[src/rtl/spiProgPkg.sv]
package spiProgPkg;

  // Phase codes double as the error code of a failed session.
  typedef enum logic [3:0] {
    PH_NONE = 4'd0,
    PH_LEN  = 4'd1,
    PH_EN   = 4'd2,
    PH_RD   = 4'd3,
    PH_PRG  = 4'd4,
    PH_FRM  = 4'd5,
    PH_DIS  = 4'd6,
    PH_REL  = 4'd7
  } phase_t;

  typedef enum logic [1:0] {W_ST1, W_ST2, W_CMD} window_t;

  typedef struct packed {
    logic       load;
    logic [7:0] data;
  } shiftCmd_t;

  localparam logic [7:0] OP_STATUS  = 8'h00;
  localparam logic [7:0] OP_FETCH   = 8'h01;
  localparam logic [7:0] OP_CFG_ON  = 8'h0B;
  localparam logic [7:0] OP_CFG_OFF = 8'h0C;
  localparam logic [7:0] OP_MODESEL = 8'hAE;
  localparam logic [7:0] OP_PRGARG  = 8'h01;
  localparam logic [7:0] OP_FRAME   = 8'hEE;
  localparam logic [7:0] OP_RELEASE = 8'h23;
  localparam int         FRAME_BYTES = 16;

  function automatic logic [4:0] windowLen(phase_t p);
    case (p)
      PH_RD:   return 5'd5;
      PH_PRG:  return 5'd2;
      PH_FRM:  return 5'(FRAME_BYTES + 1);
      default: return 5'd1;
    endcase
  endfunction

  function automatic logic [7:0] cmdByte(phase_t p, logic [4:0] idx);
    logic first;
    first = (idx == 5'd0);
    case (p)
      PH_EN:   return OP_CFG_ON;
      PH_RD:   return first ? OP_FETCH : 8'h00;
      PH_PRG:  return first ? OP_MODESEL : OP_PRGARG;
      PH_FRM:  return OP_FRAME;
      PH_DIS:  return OP_CFG_OFF;
      PH_REL:  return OP_RELEASE;
      default: return OP_STATUS;
    endcase
  endfunction

endpackage

[src/rtl/spiProgShifter.sv]
module spiProgShifter
  import spiProgPkg::*;
(
  input  logic       clk,
  input  logic       rstN,
  input  shiftCmd_t  cmd,
  input  logic       miso,
  output logic       sclk,
  output logic       mosi,
  output logic       byteDone,
  output logic [7:0] rxByte
);
  logic [7:0] txReg;
  logic [2:0] bitCnt;
  logic       active;

  always_ff @(posedge clk or negedge rstN) begin
    if (!rstN) begin
      txReg    <= '0;
      rxByte   <= '0;
      bitCnt   <= '0;
      active   <= 1'b0;
      sclk     <= 1'b0;
      byteDone <= 1'b0;
    end else begin
      byteDone <= 1'b0;
      if (cmd.load) begin
        txReg  <= cmd.data;
        bitCnt <= '0;
        active <= 1'b1;
        sclk   <= 1'b0;
      end else if (active) begin
        if (!sclk) begin
          sclk   <= 1'b1;
          rxByte <= {rxByte[6:0], miso};
        end else begin
          sclk   <= 1'b0;
          txReg  <= {txReg[6:0], 1'b0};
          bitCnt <= bitCnt + 3'd1;
          if (bitCnt == 3'd7) begin
            active   <= 1'b0;
            byteDone <= 1'b1;
          end
        end
      end
    end
  end

  assign mosi = txReg[7];


  load_idle_chk: assert property (@(posedge clk) disable iff (!rstN)
    cmd.load |-> !active);


  sclk_idle_chk: assert property (@(posedge clk) disable iff (!rstN)
    !active |-> !sclk);

endmodule

[src/rtl/spiProgCtrl.sv]
module spiProgCtrl
  import spiProgPkg::*;
#(
  parameter int BYTES_W     = 24,
  parameter int POLL_TRIES  = 4096,
  parameter int WAIT_CYCLES = 50001
) (
  input  logic               clk,
  input  logic               rstN,
  input  logic               start,
  input  logic [BYTES_W-1:0] byteCount,
  input  logic [7:0]         inData,
  input  logic               inValid,
  output logic               inReady,
  input  logic               byteDone,
  input  logic [7:0]         rxByte,
  output shiftCmd_t          cmd,
  output logic               csN,
  output logic               busy,
  output logic               done,
  output logic [3:0]         errCode,
  output logic               progMode
);
  localparam int FR_W   = BYTES_W - 4;
  localparam int TRY_W  = $clog2(POLL_TRIES + 1);
  localparam int WAIT_W = $clog2(WAIT_CYCLES + 1);

  typedef enum logic [1:0] {S_IDLE, S_XFER, S_GAP, S_WAIT} state_t;

  state_t            state;
  window_t           winKind;
  phase_t            phase;
  logic [4:0]        byteIdx;
  logic              issued;
  logic [FR_W-1:0]   framesLeft;
  logic [TRY_W-1:0]  tries;
  logic [WAIT_W-1:0] waitCnt;
  logic [7:0]        statusReg;
  logic [7:0]        replyOr;

  logic       isData, canIssue, needReady, statOk, statFault;
  logic [4:0] lastIdx;

  always_comb begin
    isData    = (winKind == W_CMD) && (phase == PH_FRM) && (byteIdx != 5'd0);
    canIssue  = (state == S_XFER) && !issued;
    inReady   = canIssue && isData;
    cmd.load  = canIssue && (!isData || inValid);
    cmd.data  = isData ? inData : ((winKind == W_CMD) ? cmdByte(phase, byteIdx) : OP_STATUS);
    lastIdx   = (winKind == W_CMD) ? windowLen(phase) - 5'd1 : 5'd0;
    needReady = (phase == PH_RD);
    statFault = |statusReg[3:2];
    statOk    = !statusReg[0] && (!needReady || statusReg[1]);
    busy      = (state != S_IDLE);
  end

  always_ff @(posedge clk or negedge rstN) begin
    if (!rstN) begin
      state      <= S_IDLE;
      winKind    <= W_ST1;
      phase      <= PH_NONE;
      byteIdx    <= '0;
      issued     <= 1'b0;
      framesLeft <= '0;
      tries      <= '0;
      waitCnt    <= '0;
      statusReg  <= '0;
      replyOr    <= '0;
      csN        <= 1'b1;
      done       <= 1'b0;
      errCode    <= '0;
      progMode   <= 1'b0;
    end else begin
      done <= 1'b0;
      case (state)
        S_IDLE: if (start) begin
          if (|byteCount[3:0]) begin
            errCode <= 4'(PH_LEN);
            done    <= 1'b1;
          end else begin
            errCode    <= '0;
            framesLeft <= byteCount[BYTES_W-1:4];
            phase      <= PH_EN;
            winKind    <= W_ST1; tries <= '0; byteIdx <= '0; csN <= 1'b0; state <= S_XFER;
          end
        end
        S_XFER: begin
          if (byteDone) begin
            issued <= 1'b0;
            if (winKind != W_CMD) statusReg <= rxByte;
            else if (phase == PH_RD && byteIdx != 5'd0) replyOr <= replyOr | rxByte;
            if (byteIdx == lastIdx) begin
              csN   <= 1'b1;
              state <= S_GAP;
            end else begin
              byteIdx <= byteIdx + 5'd1;
            end
          end else if (cmd.load) begin
            issued <= 1'b1;
          end
        end
        S_GAP: begin
          case (winKind)
            W_ST1: begin
              winKind <= W_ST2; byteIdx <= '0; csN <= 1'b0; state <= S_XFER;
            end
            W_ST2: begin
              if (statFault) begin
                errCode <= 4'(phase); done <= 1'b1; state <= S_IDLE;
              end else if (statOk) begin
                winKind <= W_CMD; replyOr <= '0; byteIdx <= '0; csN <= 1'b0; state <= S_XFER;
              end else if (tries == TRY_W'(POLL_TRIES - 1)) begin
                errCode <= 4'(phase); done <= 1'b1; state <= S_IDLE;
              end else begin
                tries <= tries + 1'b1;
                winKind <= W_ST1; byteIdx <= '0; csN <= 1'b0; state <= S_XFER;
              end
            end
            default: begin
              winKind <= W_ST1; tries <= '0; byteIdx <= '0; csN <= 1'b0; state <= S_XFER;
              case (phase)
                PH_EN: phase <= PH_RD;
                PH_RD: if (replyOr != 8'h00) begin
                  errCode <= 4'(PH_RD); done <= 1'b1; csN <= 1'b1; state <= S_IDLE;
                end else begin
                  phase <= PH_PRG;
                end
                PH_PRG: begin
                  progMode <= 1'b1;
                  phase    <= (framesLeft == '0) ? PH_DIS : PH_FRM;
                end
                PH_FRM: begin
                  framesLeft <= framesLeft - 1'b1;
                  phase      <= (framesLeft == FR_W'(1)) ? PH_DIS : PH_FRM;
                end
                PH_DIS: begin
                  csN <= 1'b1; waitCnt <= '0; state <= S_WAIT;
                end
                default: begin
                  progMode <= 1'b0; done <= 1'b1; csN <= 1'b1;
                  phase <= PH_NONE; state <= S_IDLE;
                end
              endcase
            end
          endcase
        end
        default: begin
          if (waitCnt == WAIT_W'(WAIT_CYCLES - 1)) begin
            phase   <= PH_REL;
            winKind <= W_ST1; tries <= '0; byteIdx <= '0; csN <= 1'b0; state <= S_XFER;
          end else begin
            waitCnt <= waitCnt + 1'b1;
          end
        end
      endcase
    end
  end


  done_pulse_chk: assert property (@(posedge clk) disable iff (!rstN)
    done |=> !done);


  idle_cs_chk: assert property (@(posedge clk) disable iff (!rstN)
    !busy |-> csN);


  ready_window_chk: assert property (@(posedge clk) disable iff (!rstN)
    inReady |-> !csN);


  prog_flag_chk: assert property (@(posedge clk) disable iff (!rstN)
    !$stable(progMode) |-> $past(busy));


  len_reject_chk: assert property (@(posedge clk) disable iff (!rstN)
    (start && !busy && (|byteCount[3:0])) |=> (done && errCode == 4'd1 && !busy));

endmodule

[src/rtl/spiProgSeq.sv]
module spiProgSeq
  import spiProgPkg::*;
#(
  parameter int CLK_HZ     = 50_000_000,
  parameter int BYTES_W    = 24,
  parameter int POLL_TRIES = 4096
) (
  input  logic               clk,
  input  logic               rstN,
  input  logic               start,
  input  logic [BYTES_W-1:0] byteCount,
  input  logic [7:0]         inData,
  input  logic               inValid,
  output logic               inReady,
  output logic               spiSclk,
  output logic               spiCsN,
  output logic               spiMosi,
  input  logic               spiMiso,
  output logic               busy,
  output logic               done,
  output logic [3:0]         errCode,
  output logic               progMode
);
  localparam int WAIT_CYCLES = CLK_HZ / 1000 + 1;

  shiftCmd_t  shCmd;
  logic       byteDone;
  logic [7:0] rxByte;

  spiProgCtrl #(
    .BYTES_W(BYTES_W), .POLL_TRIES(POLL_TRIES), .WAIT_CYCLES(WAIT_CYCLES)
  ) ctrl (
    .clk(clk), .rstN(rstN), .start(start), .byteCount(byteCount),
    .inData(inData), .inValid(inValid), .inReady(inReady),
    .byteDone(byteDone), .rxByte(rxByte), .cmd(shCmd), .csN(spiCsN),
    .busy(busy), .done(done), .errCode(errCode), .progMode(progMode)
  );

  spiProgShifter shifter (
    .clk(clk), .rstN(rstN), .cmd(shCmd), .miso(spiMiso),
    .sclk(spiSclk), .mosi(spiMosi), .byteDone(byteDone), .rxByte(rxByte)
  );

endmodule

[config.mk]
export PLATFORM = sky130hd
export DESIGN_NAME = spiProgSeq
export DESIGN_NICKNAME = d
export VERILOG_FILES = /design/src/rtl/spiProgPkg.sv /design/src/rtl/spiProgShifter.sv /design/src/rtl/spiProgCtrl.sv /design/src/rtl/spiProgSeq.sv
export SDC_FILE = /design/constraint.sdc
export NUM_CORES = 1
export LEC_CHECK = 0
export BUFFER_PORTS_ARGS = -buffer_cell sky130_fd_sc_hd__buf_2
export CAP_MARGIN = 10
export CORE_MARGIN = 5
export CORE_UTILIZATION = 40
export CTS_CLUSTER_DIAMETER = 30
export DETAILED_ROUTE_END_ITERATION = 7
export PLACE_DENSITY = 0.56
export SLEW_MARGIN = 40
export SYNTH_ARGS = -nofsm -noshare
export SYNTH_HDL_FRONTEND = slang
export SYNTH_HIERARCHICAL = 1
export SYNTH_SLANG_ARGS = --single-unit
[constraint.sdc]
create_clock -name clk -period 7.2 [get_ports clk]
set_input_delay 1.44 -clock clk [delete_from_list [all_inputs] [get_ports clk]]
set_output_delay 1.44 -clock clk [all_outputs]
set_load 0.05 [all_outputs]
==> results.cfg <==
[timing]
post-route-period-util = 0.5244
rsz0062_at_grt = false
worst_slew_pin_slew_ns = 0.7665
slew_headroom = 0.4851
hold_viol = 0
setup_violations = 0
slew_violations = 0
fmax_mhz = 264.9
period_needed_ns = 3.776
tns_ns = 0
skew_ns = 0.007399

[global_routing]
antenna_found_initial = 0
track_usage = 0.1702
grt_max_degree = 63
overflow = 0
grt_pass1_vias = 4852
grt_first_pass_wirelength_mm = 24.78

[layout]
instances_no_fill = 864
synthToLayoutAreaGrowth_pct = 10.86
fin_nets = 727
fin_util = 0.4515
antenna_cells = 0
layout-drive-gt1-share = 0.1441

[yosys]
synth_cell_type_count = 68
synth_area_sq_um = 5897
synth-simple-area-share = 0.2402
synth-seq-area-share = 0.4331
synth-compound-area-share = 0.1734
synth_edf_count = 0
synth_area_leader_cell = dfrtp_1
yosys_register_bits = 102
synth-xor-area-share = 0.03713
ys.flop_type = dfrtp_1
netlist_instances = 649
synth-warning-count = 6
syn_nets = 700
synthAdderAreaFrac = 0.02971
synthTopCellsByArea = dfrtp_1 (43%), a21oi_1 (4.2%), nor2_1 (3.8%)
synth_top_family_by_area = simple AND/OR/NAND/NOR gates
synth_mux_area_frac = 0.03692
avgSynthCellArea_sq_um = 9.086
synth-async-reset-ratio = 1.000
synth_top_area_frac = 0.4286

[clock_network]
cts_buffers = 9
cts_sinks = 102
clk_path_buf_depth = 2
clk_pin_slew_ns = 0.07
cts_resized = 0
post_cts_buffers = 0
cts-root-buf = clkbuf_16
hold_buffers = 0
cts_tree = done
clk_latency_ns = 0.35
htreeDepth = 3

[die]
fp.dieW_um = 131.4
io_pins = 48
coreArea_sq_um = 14480
dieHeight_um = 131.4
die_area_sq_um = 17270
rows = 44
start_util = 0.4073

[pwr]
leakage_nw = 2.841
irDropWorstVdd_v = 0.0001583
p_per_area_nw_per_um2 = 204.5
power_mw = 1.337

[critical_path]
reg2reg_from = ctrl/phase[0]
rrSetupSlack_ns = 3.80
reg2reg_to = ctrl/state[1]
crit_type = input port to flip-flop
r2r_cells = 10
critPathLaunchType = input port
setup.worst_path.end_class = flip-flop
cp.required_ns = 7.42
cp_data_arrival_time_ns = 3.99
worst-path-max-fanout = 31

[placed_design]
place_inst = 849
io_buffers = 46
dpl.hpwl_mm = 10.23
gp_congestion = 0.8103

[run_status]
outcome = finished, final reports clean

[drt]
routedWlPerCell_um = 16.99
drtIter0Drc = 398
vias = 5005
first_pass_iters = 5
drt_wl_total_mm = 14.68
drc = 0
ant_nets = 0
vias_per_cell = 5.793

[flow_run]
maxCapViolations = 0

[hold_path]
holdPathEnd = ctrl/issued
hold_path_startpoint = ctrl/issued
hold_class = flip-flop to flip-flop
whs_path_depth = 1
registers in the layout, indices dropped and copies added, names as in the netlist, 2 cells and up:
name	flops
ctrl/state	2
shifter/bitCnt	3
ctrl/waitCnt	16
ctrl/replyOr	8
ctrl/byteIdx	5
ctrl/tries	13
ctrl/errCode	3
shifter/txReg	8
ctrl/phase	3
shifter/rxByte	8
ctrl/statusReg	4
ctrl/winKind	2
ctrl/framesLeft	20
final cells by class:
cell class              instances  area (sq um)
clock buffers                  11         232.7
repair buffers                 52         281.5
fillers                      1476          7941
inverters                      25         93.84
well taps                     184         230.2
multi-input cells             486          3073
flip-flops and latches        102          2554
clock inverters                 4         72.57
cells in the mapped netlist, drive strengths merged (4+ instances only):
cell type and instances:
ha 14, nand2b 16, mux2 14, xor2 11, nand4 14, and2 6
o21a 5, o21ai 34, nand4b 7, nor4 15, buf 14, or4 6
xnor2 14, nor2 59, o211ai 9, dfrtp 101, a21o 4, nand3b 5
and3 7, a31oi 5, nand3 40, a21oi 49, o22ai 19, mux2i 6
inv 25, nand2 42, nor3 21, clkbuf 22, nor2b 7
worst max-delay path, cell delays in order:
cell and delay, ns:
buf_2 0.10, nor4_1 0.58, a21oi_1 0.38, nor2b_4 0.63
nand2_1 0.51, o22ai_1 0.28, a21oi_1 0.06
metal layers:
layer	GRT usage	vias to the layer above	routed length, um
met2	0.2616	121	6795
met4	0.04686	0	152
met1	0.2404	2454	7016
li1	-	2419	-
met5	0	-	0
met3	0.04205	11	718
where the power goes:
part | switching, mW | leakage (nW) | total, mW | internal [mW]
clock network | 0.214 | 0.146 | 0.517 | 0.303
registers | 0.0586 | 1.33 | 0.678 | 0.620
logic | 0.0692 | 1.37 | 0.142 | 0.0728
per-stage QoR:
| stage | worst slack, ns | instance area [sq um] | hold slack [ns] |
|---|---|---|---|
| after CTS | 3.495 | 6529 | 0.4973 |
| after detailed placement | 3.119 | 6223 | 0.4808 |
| final | 3.424 | 6538 | 0.4941 |
| after floorplan | 3.866 | 5897 | 0.4553 |
| after global placement | 2.836 | 6218 | 0.4689 |
| after global routing | 3.164 | 6538 | 0.5301 |
worst max path at each step:
stage	endpoint	startpoint	cells past startpoint	slack, ns
after global routing	ctrl/framesLeft[16]	byteCount[1]	7	3.16
final	ctrl/framesLeft[3]	byteCount[1]	7	3.42
after global placement	ctrl/framesLeft[3]	byteCount[1]	7	2.84
after CTS	ctrl/framesLeft[16]	byteCount[1]	7	3.49
after floorplan	inReady	ctrl/byteIdx[1]	5	3.87
after detailed placement	ctrl/framesLeft[19]	byteCount[1]	7	3.12
logic make-up (layout without fill, tap and decap cells):
logic type                 Yosys count  after routing
adders and majority gates           14             14
muxes                               20             20
and+or+nand+nor                    265            265
xor gates and xnor gates            25             25
buffers and inverters               61             92
AOI/OAI and AO/OA                  161            161
DFF                                102            102
other                                1              1
layout by cell type, fill, tap and decap left out, drive strengths merged, types with 4 or more instances in the layout:
| cell type | n |
|---|---|
| and2 | 6 |
| nand4b | 7 |
| nor3 | 21 |
| inv | 25 |
| a21oi | 49 |
| o211ai | 9 |
| o21a | 5 |
| buf | 52 |
| nor4 | 15 |
| and3 | 7 |
| nand3 | 40 |
| nand2 | 42 |
| mux2i | 6 |
| ha | 14 |
| dfrtp | 101 |
| clkbuf | 11 |
| nor2b | 7 |
| o21ai | 34 |
| or4 | 6 |
| xnor2 | 14 |
| xor2 | 11 |
| a21o | 4 |
| nand2b | 16 |
| a31oi | 5 |
| o22ai | 19 |
| nor2 | 59 |
| mux2 | 14 |
| nand4 | 14 |
| nand3b | 5 |
(Power assumes the default switching activity.)
